### config.mk
export PLATFORM = sky130hd
export DESIGN_NAME = out_macrocell
export DESIGN_NICKNAME = d
export VERILOG_FILES = /design/src/rtl/mc_pkg.sv /design/src/rtl/mc_term_sum.sv /design/src/rtl/mc_dff.sv /design/src/rtl/mc_oe_mux.sv /design/src/rtl/mc_fb_mux.sv /design/src/rtl/out_macrocell.sv
export SDC_FILE = /design/constraint.sdc
export NUM_CORES = 1
export LEC_CHECK = 0
export BUFFER_PORTS_ARGS = -buffer_cell sky130_fd_sc_hd__clkbuf_2
export CAP_MARGIN = 30
export CORE_AREA = 2 2 39 41
export DETAILED_ROUTE_END_ITERATION = 7
export DIE_AREA = 0 0 41 43
export PLACE_DENSITY = 0.47
export SYNTH_ARGS = -nofsm -noshare
export SYNTH_HDL_FRONTEND = slang
export SYNTH_SLANG_ARGS = --single-unit
### constraint.sdc
create_clock -name clk -period 1.5 [get_ports clk]
set_input_delay 0.075 -clock clk [delete_from_list [all_inputs] [get_ports clk]]
set_output_delay 0.075 -clock clk [all_outputs]
set_load 0.005 [all_outputs]
### src/rtl/mc_pkg.sv
package mc_pkg;

    typedef enum logic [1:0] {
        MODE_REG       = 2'b00,
        MODE_COMB      = 2'b01,
        MODE_INPUT     = 2'b10,
        MODE_INPUT_ALT = 2'b11
    } mode_t;

    typedef enum logic [1:0] {
        OE_NEVER  = 2'b00,
        OE_TERM0  = 2'b01,
        OE_GLOBAL = 2'b10,
        OE_ALWAYS = 2'b11
    } oe_t;

    function automatic logic is_input_mode(input mode_t m);
        return (m == MODE_INPUT) || (m == MODE_INPUT_ALT);
    endfunction

endpackage

### src/rtl/mc_term_sum.sv
module mc_term_sum #(
    parameter int NUM_TERMS = 8
) (
    input  logic [NUM_TERMS-1:0] pterm,
    input  logic                 drop_first,
    input  logic                 invert,
    output logic                 result
);
    logic sum;

    generate
        if (NUM_TERMS > 1) begin : g_multi
            localparam int UPPER = NUM_TERMS - 1;
            logic [UPPER-1:0] rest;
            assign rest = pterm[NUM_TERMS-1:1];
            always_comb begin
                sum = (|rest) | (pterm[0] & ~drop_first);
            end
        end else begin : g_single
            always_comb begin
                sum = pterm[0] & ~drop_first;
            end
        end
    endgenerate

    always_comb begin
        result = sum ^ invert;
    end
endmodule

### src/rtl/mc_dff.sv
module mc_dff (
    input  logic clk,
    input  logic rst_n,
    input  logic d,
    output logic q
);
    always_ff @(posedge clk or negedge rst_n) begin
        if (!rst_n) begin
            q <= 1'b0;
        end else begin
            q <= d;
        end
    end
endmodule

### src/rtl/mc_oe_mux.sv
module mc_oe_mux
    import mc_pkg::*;
(
    input  mode_t mode,
    input  oe_t   code,
    input  logic  glb_oe,
    input  logic  term0,
    output logic  oe
);
    always_comb begin
        if (is_input_mode(mode)) begin
            oe = 1'b0;
        end else begin
            unique case (code)
                OE_ALWAYS: oe = 1'b1;
                OE_GLOBAL: oe = glb_oe;
                OE_TERM0:  oe = term0;
                OE_NEVER:  oe = 1'b0;
                default:   oe = 1'b0;
            endcase
        end
    end
endmodule

### src/rtl/mc_fb_mux.sv
module mc_fb_mux
    import mc_pkg::*;
(
    input  mode_t mode,
    input  logic  fb_sel,
    input  logic  q,
    input  logic  comb,
    input  logic  pin_in,
    input  logic  adj_in,
    output logic  fb
);
    always_comb begin
        unique case (mode)
            MODE_REG:       fb = ~q;
            MODE_COMB:      fb = fb_sel ? pin_in : comb;
            MODE_INPUT,
            MODE_INPUT_ALT: fb = fb_sel ? adj_in : pin_in;
            default:        fb = 1'b0;
        endcase
    end
endmodule

### src/rtl/out_macrocell.sv
module out_macrocell #(
    parameter int NUM_TERMS = 8
) (
    input  logic                 clk,
    input  logic                 rst_n,
    input  logic [NUM_TERMS-1:0] pterm,
    input  logic                 glb_oe,
    input  logic                 pin_in,
    input  logic                 adj_in,
    input  logic [1:0]           cfg_mode,
    input  logic                 cfg_invert,
    input  logic [1:0]           cfg_oe_sel,
    input  logic                 cfg_fb_sel,
    output logic                 pin_out,
    output logic                 pin_oe,
    output logic                 fb_out
);
    import mc_pkg::*;

    mode_t mode;
    oe_t   oe_code;
    logic  drop_first;
    logic  comb_val;
    logic  reg_q;

    assign mode       = mode_t'(cfg_mode);
    assign oe_code    = oe_t'(cfg_oe_sel);
    assign drop_first = (oe_code == OE_TERM0);

    mc_term_sum #(.NUM_TERMS(NUM_TERMS)) u_sum (
        .pterm      (pterm),
        .drop_first (drop_first),
        .invert     (cfg_invert),
        .result     (comb_val)
    );

    mc_dff u_dff (
        .clk   (clk),
        .rst_n (rst_n),
        .d     (comb_val),
        .q     (reg_q)
    );

    mc_oe_mux u_oe (
        .mode   (mode),
        .code   (oe_code),
        .glb_oe (glb_oe),
        .term0  (pterm[0]),
        .oe     (pin_oe)
    );

    mc_fb_mux u_fb (
        .mode   (mode),
        .fb_sel (cfg_fb_sel),
        .q      (reg_q),
        .comb   (comb_val),
        .pin_in (pin_in),
        .adj_in (adj_in),
        .fb     (fb_out)
    );

    always_comb begin
        unique case (mode)
            MODE_REG:       pin_out = reg_q;
            MODE_COMB:      pin_out = comb_val;
            MODE_INPUT,
            MODE_INPUT_ALT: pin_out = 1'b0;
            default:        pin_out = 1'b0;
        endcase
    end
endmodule

==> summary.md, run 1 <==
| Metric | Value |
|---|---|
| Status | `finished, final reports clean` |
| RSZ-0062 raised after global routing | `false` |
| Layout cells sized above 1 | `a little over half` |
| CP Launch Type | `primary input` |
| Initial Utilization | `12.57%` |
| Tmin final | `1377 ps` |
| Sequential area share after synthesis | `between 10% and 20%` |
| Fillers | `about 170` |
| Logic pwr share | `between 60% and 70%` |
| CP Max Fanout | `3` |
| Slowest CP cell | `or4_4` |
| Cell Area, Placed | `approximately 300 um2` |
| First-pass DRT Iterations | `4` |
| Distinct cells, synth | `18` |
| HPWL after DPL | `between 400 and 500 um` |
| Detail-routed via count per cell | `~4.3` |
| Chip Width | `~40 um` |
| GPL Wtd Cong | `0.6139` |
| Max-slew violation total from the final report | `0` |
| Max FFs per register | `1` |
| Sw Share | `between 30% and 40%` |
| Fin crit share | `91.77%` |
| Worst EP required | `between 1000 and 1500 ps` |
| GRT Total Usage | `around 6.0%` |
| Worst path cell trace | `clkbuf_2 -> or4_4 -> a211oi_2 -> xnor2_1 -> a31o_1 -> clkbuf_2` |
| Die area | `1763 um2` |
| DRT iter0 DRCs | `5` |
| PD cells | `approximately 300 nW/um2` |
| Final net count | `65` |
| Largest net degree at the start of global routing | `8` |
| NetSw | `0.00002794 W` |
| Die height | `43 um` |
| Largest Register | `u_dff.q` |
| Synthesized area | `173.9 um2` |
| Syn avg cell area | `a little under 8 um2` |
| Crit path DAT | `1300 ps` |
| Drt drc | `0` |
| Worst hold path stage count | `2` |
| Post-synth net total | `41` |
| Antenna violations before repair | `0` |
| ANT cells | `0` |
| Hold WC Path Type | `in -> reg` |
| Io pins | `22` |
| Sum Neg Setup Slack | `0 ps` |
| Max Cap Viol | `0` |
| Max_slew headroom | `84.07%` |
| Yosys warns | `0` |
| Final hold violation count | `0` |
| Internal power of the cells | `0.00006469 W` |
| Core area | `around 1400 um2` |
| Final ANT Viol Nets | `0` |
| GRT overflow | `0` |
| P&R area growth vs syn | `77.70%` |
| CP peak stage delay | `540 ps` |
| Post-CTS setup buffers | `0` |
| First-pass GRT wire length | `about 800 um` |
| Crit path kind | `in -> out` |
| Most frequent cells in the layout | `21 x clkbuf_2, 2 x nor3b_1, 2 x o21ai_0, 2 x nor2_1, 2 x a21oi_1` |
| #FFs+latches synth | `1` |
| Final setup viols | `0` |
| Critical Path Most Common Cell | `clkbuf_2` |
| Top Registers | `u_dff.q: 1 flops` |
| Commonest non-fill, non-tap cell in the layout | `clkbuf_2` |
| Worst-margin pin slew | `238.5 ps` |
| Post-DR wirelength/cell | `about 8.5 um` |
| Worst IR drop on VDD | `103.4 uV` |
| Post-Route WL | `between 500 and 600 um` |
| Sequential share of power | `between 30% and 40%` |
| Row Count | `14` |
| Vias in the first global route | `~220` |
| Finished Cell Area | `approximately 300 um2` |
| Clk slew on worst S/H paths | `0 ps` |
| Endpoint class of the critical path | `output pin` |
| Synth Instances | `22` |
| Clk pwr share | `0%` |
| IO buf count | `21` |
| Fmax | `a little over 700 MHz` |
| Static Leak | `roughly 0.14 nW` |
| Post-layout util | `between 20% and 30%` |
| Routed vias | `258` |
worst max-delay path: cells and delay by family:
| kind | cells | cell delay, ps |
|---|---|---|
| xor+xnor | 1 | 160 |
| buf+inv | 2 | 180 |
| simple gates | 1 | 540 |
| compound gates | 2 | 340 |
synthesized netlist by cell type (all sizes together):
| cell type | instances | area, um2 |
|---|---|---|
| o21ai | 2 | 10.01 |
| or3 | 1 | 6.260 |
| nand3 | 1 | 5.000 |
| or4 | 1 | 11.26 |
| mux2i | 1 | 10.01 |
| nand3b | 1 | 7.510 |
| a2111o | 1 | 11.26 |
| nand2b | 1 | 6.260 |
| nor3b | 2 | 15.01 |
| a31o | 1 | 8.760 |
| a311oi | 1 | 8.760 |
| xnor2 | 1 | 8.760 |
| a31oi | 1 | 6.260 |
| nand2 | 1 | 3.750 |
| nor2 | 2 | 7.510 |
| a21oi | 2 | 10.01 |
| a211oi | 1 | 12.51 |
| dfrtp | 1 | 25.02 |
path summary, 6_finish.rpt:
path,startpoint,endpoint,slack (ps)
max,pterm[7],fb_out,120
min,cfg_invert,u_dff.q,330
max in group asynchronous,rst_n,u_dff.q,1020
min in group asynchronous,rst_n,u_dff.q,390
through the flow:
stage	std cells	setup WS (ps)	hold slack, ps	power, W
after floorplan	22	333.5	-220.6	0.00005235
after global placement	59	116.5	-148.1	0.00009160
after detailed placement	59	95.75	-148.2	0.00009195
after CTS	60	95.75	344.5	0.00009423
after global routing	60	39.58	366.6	0.0001015
final	60	123.4	333.4	0.00009263
kinds of logic (layout without fill, tap and decap cells):
kind of cell / count (synthesis) / in the layout / synth area share (%)
xor gates and xnor gates: 1 / 1 / 5.037
AOI/OAI and AO/OA: 9 / 9 / 38.85
buffers and inverters: 0 / 22 / 0
muxes: 1 / 1 / 5.756
and+or+nand+nor: 10 / 10 / 35.97
DFF: 1 / 1 / 14.39
final cells by class:
class                           instances  area [um2]  area share (%)
Timing Repair Buffer                   22       115.1           37.25
Multi-Input combinational cell         21       148.9           48.18
Sequential cell                         1       25.02           8.097
Tap cell                               16       20.02           6.478
power groups by stage:
stage | Combinational (W) | Clock (W) | Sequential, W
2_1_floorplan | 0.0000229 | 0 | 0.0000294
3_3_place_gp | 0.0000620 | 0 | 0.0000296
3_5_place_dp | 0.0000624 | 0 | 0.0000296
4_1_cts | 0.0000646 | 0 | 0.0000296
5_1_grt | 0.0000717 | 0 | 0.0000299
6_report | 0.0000630 | 0 | 0.0000296
layer usage:
metal | vias to the layer above | track usage (%) | wire length [um]
li1 | 136 | - | -
met1 | 108 | 7.643 | 206
met2 | 14 | 10.94 | 231
met3 | 0 | 0.5236 | 75
met4 | 0 | 0 | 0
met5 | - | 0 | 0
timing repair:
item	4_1_cts	5_1_grt
resized for setup	0	0
hold buffers	1	0
endpoints found under the hold margin	1	0
No activity file was read; power rests on OpenSTA's default activity.
==> run 2, diff against run 1 <==
Settings changed: ABC_AREA set to 1, PLACE_DENSITY 0.47 to 0.49.
==> run 2 against run 1 <==
Compared with the run above:
- synthesized cell count up 95%
- cell area up 11%
- wire length up 4.3%
- die area unchanged
- core utilization up 2.4 points
- sequential cell count unchanged
==> summary.md, run 2 <==
| Metric | Value |
|---|---|
| Synthesized area | `207.7 um2 (was 173.9 um2)` |
| Distinct cells, synth | `11 (was 18)` |
| GRT Total Usage | `6.613% (was 6.006%)` |
| Cell Area, Placed | `332.8 um2 (was 299.0 um2)` |
| Post-Route WL | `534 um (was 512 um)` |
| Top Registers | `u_dff.q: 1 flops (unchanged)` |
| HPWL after DPL | `513.3 um (was 491.1 um)` |
| Final hold violation count | `0 (unchanged)` |
| Chip Width | `41 um (unchanged)` |
| Crit path kind | `reg -> out (was in -> out)` |
| Sum Neg Setup Slack | `0 ps (unchanged)` |
| Vias in the first global route | `268 (was 217)` |
| First-pass DRT Iterations | `1 (was 4)` |
| Most frequent cells in the layout | `21 x clkbuf_2, 11 x inv_1, 11 x nand2_1 (was 21 x clkbuf_2, 2 x nor3b_1, 2 x o21ai_0, 2 x nor2_1, 2 x a21oi_1)` |
| #FFs+latches synth | `1 (unchanged)` |
| Critical path destination | `fb_out (unchanged)` |
| Die height | `43 um (unchanged)` |
| Routed vias | `304 (was 258)` |
| Max Cap Viol | `0 (unchanged)` |
| Post-synth net total | `62 (was 41)` |
| DRT iter0 DRCs | `0 (was 5)` |
| Final setup viols | `0 (unchanged)` |
| Final ANT Viol Nets | `0 (unchanged)` |
| Sequential area share after synthesis | `12.05% (was 14.39%)` |
| Max_slew headroom | `88.78% (was 84.07%)` |
| RSZ-0062 raised after global routing | `false (unchanged)` |
| Post-synth top cells | `11 x inv_1, 11 x nand2_1, 9 x nor2_1 (was 2 x a21oi_1, 2 x nor2_1, 2 x nor3b_1, 2 x o21ai_0)` |
| Commonest non-fill, non-tap cell in the layout | `clkbuf_2 (unchanged)` |
| Static Leak | `0.2238 nW (was 0.1423 nW)` |
| IO buf count | `21 (unchanged)` |
| PD cells | `283.9 nW/um2 (was 299.7 nW/um2)` |
| GPL Wtd Cong | `0.6437 (was 0.6139)` |
| ANT cells | `0 (unchanged)` |
| Max FFs per register | `1 (unchanged)` |
| P&R area growth vs syn | `65.06% (was 77.70%)` |
| Synth area leader | `inv_1 (was dfrtp_1)` |
| Crit path DAT | `860 ps (was 1300 ps)` |
| Status | `finished, final reports clean (unchanged)` |
| Initial Utilization | `15.01% (was 12.57%)` |
| Drt drc | `0 (unchanged)` |
| CP Launch Type | `flip-flop (was primary input)` |
| First-pass GRT wire length | `876 um (was 800 um)` |
| Fillers | `163 (was 165)` |
| Post-CTS Resized | `0 (unchanged)` |
| Finished Cell Area | `342.8 um2 (was 309.0 um2)` |
| Post-DR wirelength/cell | `6.593 um (was 8.533 um)` |
| Post-synth EDFFs | `0 (unchanged)` |
| Fraction of registers with async set/reset | `100.0% (unchanged)` |
| Fmax | `1070 MHz (was 726.4 MHz)` |
| Clk slew on worst S/H paths | `0 ps (about the same)` |
| Synth top area share | `19.88% (was 14.39%)` |
| Core area | `1384 um2 (unchanged)` |
| Endpoint class of the critical path | `output pin (unchanged)` |
| Synth Instances | `43 (was 22)` |
| Yosys warns | `0 (unchanged)` |
| Worst Setup SP | `u_dff.q (was pterm[7])` |
| Post-CTS setup buffers | `0 (unchanged)` |
| Worst EP required | `1420 ps (about the same)` |
| Final net count | `86 (was 65)` |
| Syn avg cell area | `4.830 um2 (was 7.905 um2)` |
| Worst-margin pin slew | `166.6 ps (was 238.5 ps)` |
| Hold WC Path Type | `in -> async (was in -> reg)` |
| Tmin final | `934.8 ps (was 1377 ps)` |
| Top_reg_cell synth | `dfrtp_1 (unchanged)` |
| Antenna violations before repair | `0 (unchanged)` |
| Worst IR drop on VDD | `140.6 uV (was 103.4 uV)` |
| Fin crit share | `62.32% (was 91.77%)` |
| Hold_buf cts | `1 (unchanged)` |
| Synth top area cells | `inv_1 20%, nand2_1 20%, nor2_1 16% (was dfrtp_1 14%, nor3b_1 8.6%, a211oi_2 7.2%)` |
| Detail-routed via count per cell | `3.753 (was 4.300)` |
| GRT overflow | `0 (unchanged)` |
| Layout cells sized above 1 | `35.38% (was 52.27%)` |
| CP Max Fanout | `2 (was 3)` |
| Max-slew violation total from the final report | `0 (unchanged)` |
| Io pins | `22 (unchanged)` |
| Die area | `1763 um2 (unchanged)` |
| Largest Register | `u_dff.q (unchanged)` |
| Row Count | `14 (unchanged)` |
| Largest net degree at the start of global routing | `5 (was 8)` |
[run 2: cell types whose count changed in the layout (fill, tap and decap cells not counted), moves of 2 or more]
cell / previous run / this run
inv_1: 0 / 11
nand2_1: 1 / 11
nor2_1: 2 / 9
nand3_1: 1 / 4
nor3b_1: 2 / 0
[run 2: cells by family (layout without fill, tap and decap cells)]
kind of cell,count (synthesis),after routing,synth area share (%)
and+or+nand+nor,27,27,56.02
buffers and inverters,11,33,19.88
AOI/OAI and AO/OA,4,4,12.05
DFF,1,1,12.05
[run 2: report_power, final]
| group | total, W | internal, W | switching, W |
|---|---|---|---|
| logic | 0.0000677 | 0.0000355 | 0.0000322 |
| registers | 0.0000296 | 0.0000289 | 0.000000709 |
| clock network | 0 | 0 | 0 |
| total | 0.0000973 | 0.0000644 | 0.0000329 |
[run 2: worst max-delay path, cell delays in order (launching register included)]
cell	delay, ps
dfrtp_1	350
o32a_1	340
nand2_1	60
clkbuf_2	100
[run 2: worst min path at each step]
stage | to | cells past startpoint
5_1_grt | u_dff.q | 2
4_1_cts | u_dff.q | 2
3_3_place_gp | u_dff.q | 1
3_5_place_dp | u_dff.q | 1
2_1_floorplan | u_dff.q | 0
6_report | u_dff.q | 2
[run 2: layer usage]
layer	vias up	global-route usage (%)	share of wire, %
met4	0	0	0
met3	0	0	4.3
met5	-	0	0
li1	175	-	-
met1	122	6.709	45
met2	7	14.06	51
[run 2: layout make-up]
| type | count | area, um2 | area share, % |
|---|---|---|---|
| Tap cell | 16 | 20.02 | 5.839 |
| Inverter | 11 | 41.29 | 12.04 |
| Multi-Input combinational cell | 31 | 141.4 | 41.24 |
| Sequential cell | 1 | 25.02 | 7.299 |
| Timing Repair Buffer | 22 | 115.1 | 33.58 |
[run 2: metrics by stage]
step	utilization (%)	total power (W)	worst slack, ps	hold slack [ps]	cells
finish	24.77	0.00009732	565.2	390.0	81
global route	24.77	0.0001083	459.7	397.7	81
CTS	24.77	0.00009883	557.1	391.7	81
detailed placement	24.05	0.00009643	558.4	-146.4	80
global placement	24.05	0.00009640	564.0	-145.9	80
floorplan	-	0.00005829	669.2	-220.6	43
==> run 3, diff against run 2 <==
Clock period 1.5 ns to 0.88 ns, I/O delays scaled along.
==> run 3 against run 2 <==
Compared with the run above:
- sequential power rose by 71%
- die area did not move
- total power rose by 95%
- critical path depth rose by 6
- worst setup slack got worse by 530 ps
- global-route usage rose by 0.10 points
- core utilization rose by 3.3 points
- combinational power rose by 110%
- via count rose by 4.3%
- wire length rose by 16%
- critical endpoint is now pin_out
- largest cell class unchanged
- highest routed layer unchanged
==> summary.md, run 3 (synthesis gave the netlist of run 2 again) <==
| Metric | Value |
|---|---|
| Initial Utilization | `15.01% (unchanged)` |
| DP Cell Count | `80 (unchanged)` |
| Commonest non-fill, non-tap cell in the layout | `clkbuf_2 (unchanged)` |
| Final hold slack | `365.5 ps (was 390.0 ps)` |
| Status | `finished, final reports clean (unchanged)` |
| DRT iter0 DRCs | `4 (was 0)` |
| Largest Register | `u_dff.q (unchanged)` |
| NetSw | `0.00006395 W (was 0.00003293 W)` |
| IO buf count | `21 (unchanged)` |
| Final ANT Viol Nets | `0 (unchanged)` |
| Worst Setup Slack, final | `31.28 ps (was 565.2 ps)` |
| Max-slew violation total from the final report | `0 (unchanged)` |
| Routed vias | `317 (was 304)` |
| Die height | `43 um (unchanged)` |
| Io pins | `22 (unchanged)` |
| Drt drc | `0 (unchanged)` |
| First-pass DRT Iterations | `2 (was 1)` |
| Endpoint class of the critical path | `output pin (unchanged)` |
| Clk pwr share | `0% (about the same)` |
| Post-place setup slack | `-30.64 ps (was 558.4 ps)` |
| GRT Total Usage | `6.713% (was 6.613%)` |
| Sequential share of power | `26.7% (was 30.4%)` |
| Sum Neg Setup Slack | `0 ps (unchanged)` |
| Logic pwr share | `73.3% (was 69.6%)` |
| Max FFs per register | `1 (unchanged)` |
| ANT cells | `0 (unchanged)` |
| Post-Route WL | `617 um (was 534 um)` |
| Crit path DAT | `800 ps (was 860 ps)` |
| P&R area growth vs syn | `86.75% (was 65.06%)` |
| Final hold violation count | `0 (unchanged)` |
| CP Max Fanout | `2 (unchanged)` |
| Worst IR drop on VDD | `240.6 uV (was 140.6 uV)` |
| GRT overflow | `0 (unchanged)` |
| Internal power of the cells | `0.0001256 W (was 0.00006439 W)` |
| Top Registers | `u_dff.q: 1 flops (unchanged)` |
| Post-DR wirelength/cell | `7.524 um (was 6.593 um)` |
| Most frequent cells in the layout | `18 x clkbuf_2, 10 x nand2_1, 9 x inv_1 (was 21 x clkbuf_2, 11 x inv_1, 11 x nand2_1)` |
| Detail-routed via count per cell | `3.866 (was 3.753)` |
| Die area | `1763 um2 (unchanged)` |
| Max_slew headroom | `88.78% (unchanged)` |
| Fmax | `approximately 1200 MHz` |
| Crit path kind | `in -> out (was reg -> out)` |
| Finished Layout Cells | `82 (was 81)` |
| Final net count | `87 (was 86)` |
| Vias in the first global route | `275 (was 268)` |
| Max Cap Viol | `0 (unchanged)` |
| Antenna violations before repair | `0 (unchanged)` |
| Largest net degree at the start of global routing | `5 (unchanged)` |
| Clk slew on worst S/H paths | `0 ps (about the same)` |
| Tmin final | `848.7 ps` |
| Chip Width | `41 um (unchanged)` |
| Total Power | `0.0001895 W (was 0.00009732 W)` |
| Worst-margin pin slew | `166.6 ps (about the same)` |
| GPL Wtd Cong | `0.6437 (unchanged)` |
| First-pass GRT wire length | `890 um (was 876 um)` |
| Sw Share | `33.74% (was 33.84%)` |
| CP Launch Type | `primary input (was flip-flop)` |
| Core area | `1384 um2 (unchanged)` |
| Row Count | `14 (unchanged)` |
| Hold WC Path Type | `in -> async (unchanged)` |
| Worst EP required | `840 ps (was 1420 ps)` |
| Layout cells sized above 1 | `45.45% (was 35.38%)` |
| RSZ-0062 raised after global routing | `true (was false)` |
| Final setup viols | `0 (unchanged)` |
| PD cells | `488.7 nW/um2 (was 283.9 nW/um2)` |
| HPWL after DPL | `513.3 um (unchanged)` |
| Fin crit share | `between 90% and 100%` |
| Static Leak | `0.2336 nW (was 0.2238 nW)` |
[run 3: changes by cell type in the layout (fill, tap and decap cells not counted), moves of 2 or more]
cell,change
nor2_1,-3
clkbuf_2,-3
inv_1,-2
buf_6,+2
inv_2,+2
nor2_2,+2
[run 3: repair_timing]
item | in CTS | in global routing
endpoints found under the setup margin | 2 | 3
pin swaps | 3 | 10
hold endpoints to repair | 1 | 0
gates resized for setup | 0 | 13
setup buffers | 1 | 0
hold buffers | 1 | 0
[run 3: cell type report]
class,count,area [um2]
Fill cell,158,996.0
Sequential cell,1,25.02
Inverter,11,41.29
Timing Repair Buffer,23,145.1
Multi-Input combinational cell,31,156.4
Tap cell,16,20.02
[run 3: critical path, stage by stage]
cell      delay (ps)
buf_8            100
nor2_4            80
nand2_1           50
nor2_1           100
nand3_1          110
nand2_2          100
nand3_2           60
nand2_2           60
clkbuf_2         100
[run 3: per-stage QoR]
step           util [%]  area, um2
3_3_place_gp      24.05      332.8
4_1_cts           25.32      350.3
3_5_place_dp      24.05      332.8
5_1_grt           28.03      387.9
6_report          28.03      387.9
2_1_floorplan         -      207.7
[run 3: final timing paths]
kind                             start  endpoint
setup / recovery              pterm[2]   pin_out
max in group asynchronous        rst_n   u_dff.q
hold / removal                   rst_n   u_dff.q
min in group clk           cfg_mode[0]   pin_out
[run 3: power by group through the flow]
stage          Sequential [W]  Clock (W)  Combinational, W
2_1_floorplan       0.0000503          0         0.0000491
6_report            0.0000506          0          0.000139
3_5_place_dp        0.0000506          0          0.000114
5_1_grt             0.0000509          0          0.000157
4_1_cts             0.0000506          0          0.000122
3_3_place_gp        0.0000505          0          0.000114
[run 3: metal layers]
metal / GRT usage, % / up-vias / wire (um) / share of wire, %
li1: - / 177 / - / -
met1: 7.029 / 133 / 249 / 40
met2: 14.06 / 7 / 344 / 56
met3: 0 / 0 / 23 / 3.7
met4: 0 / 0 / 0 / 0
met5: 0 / - / 0 / 0
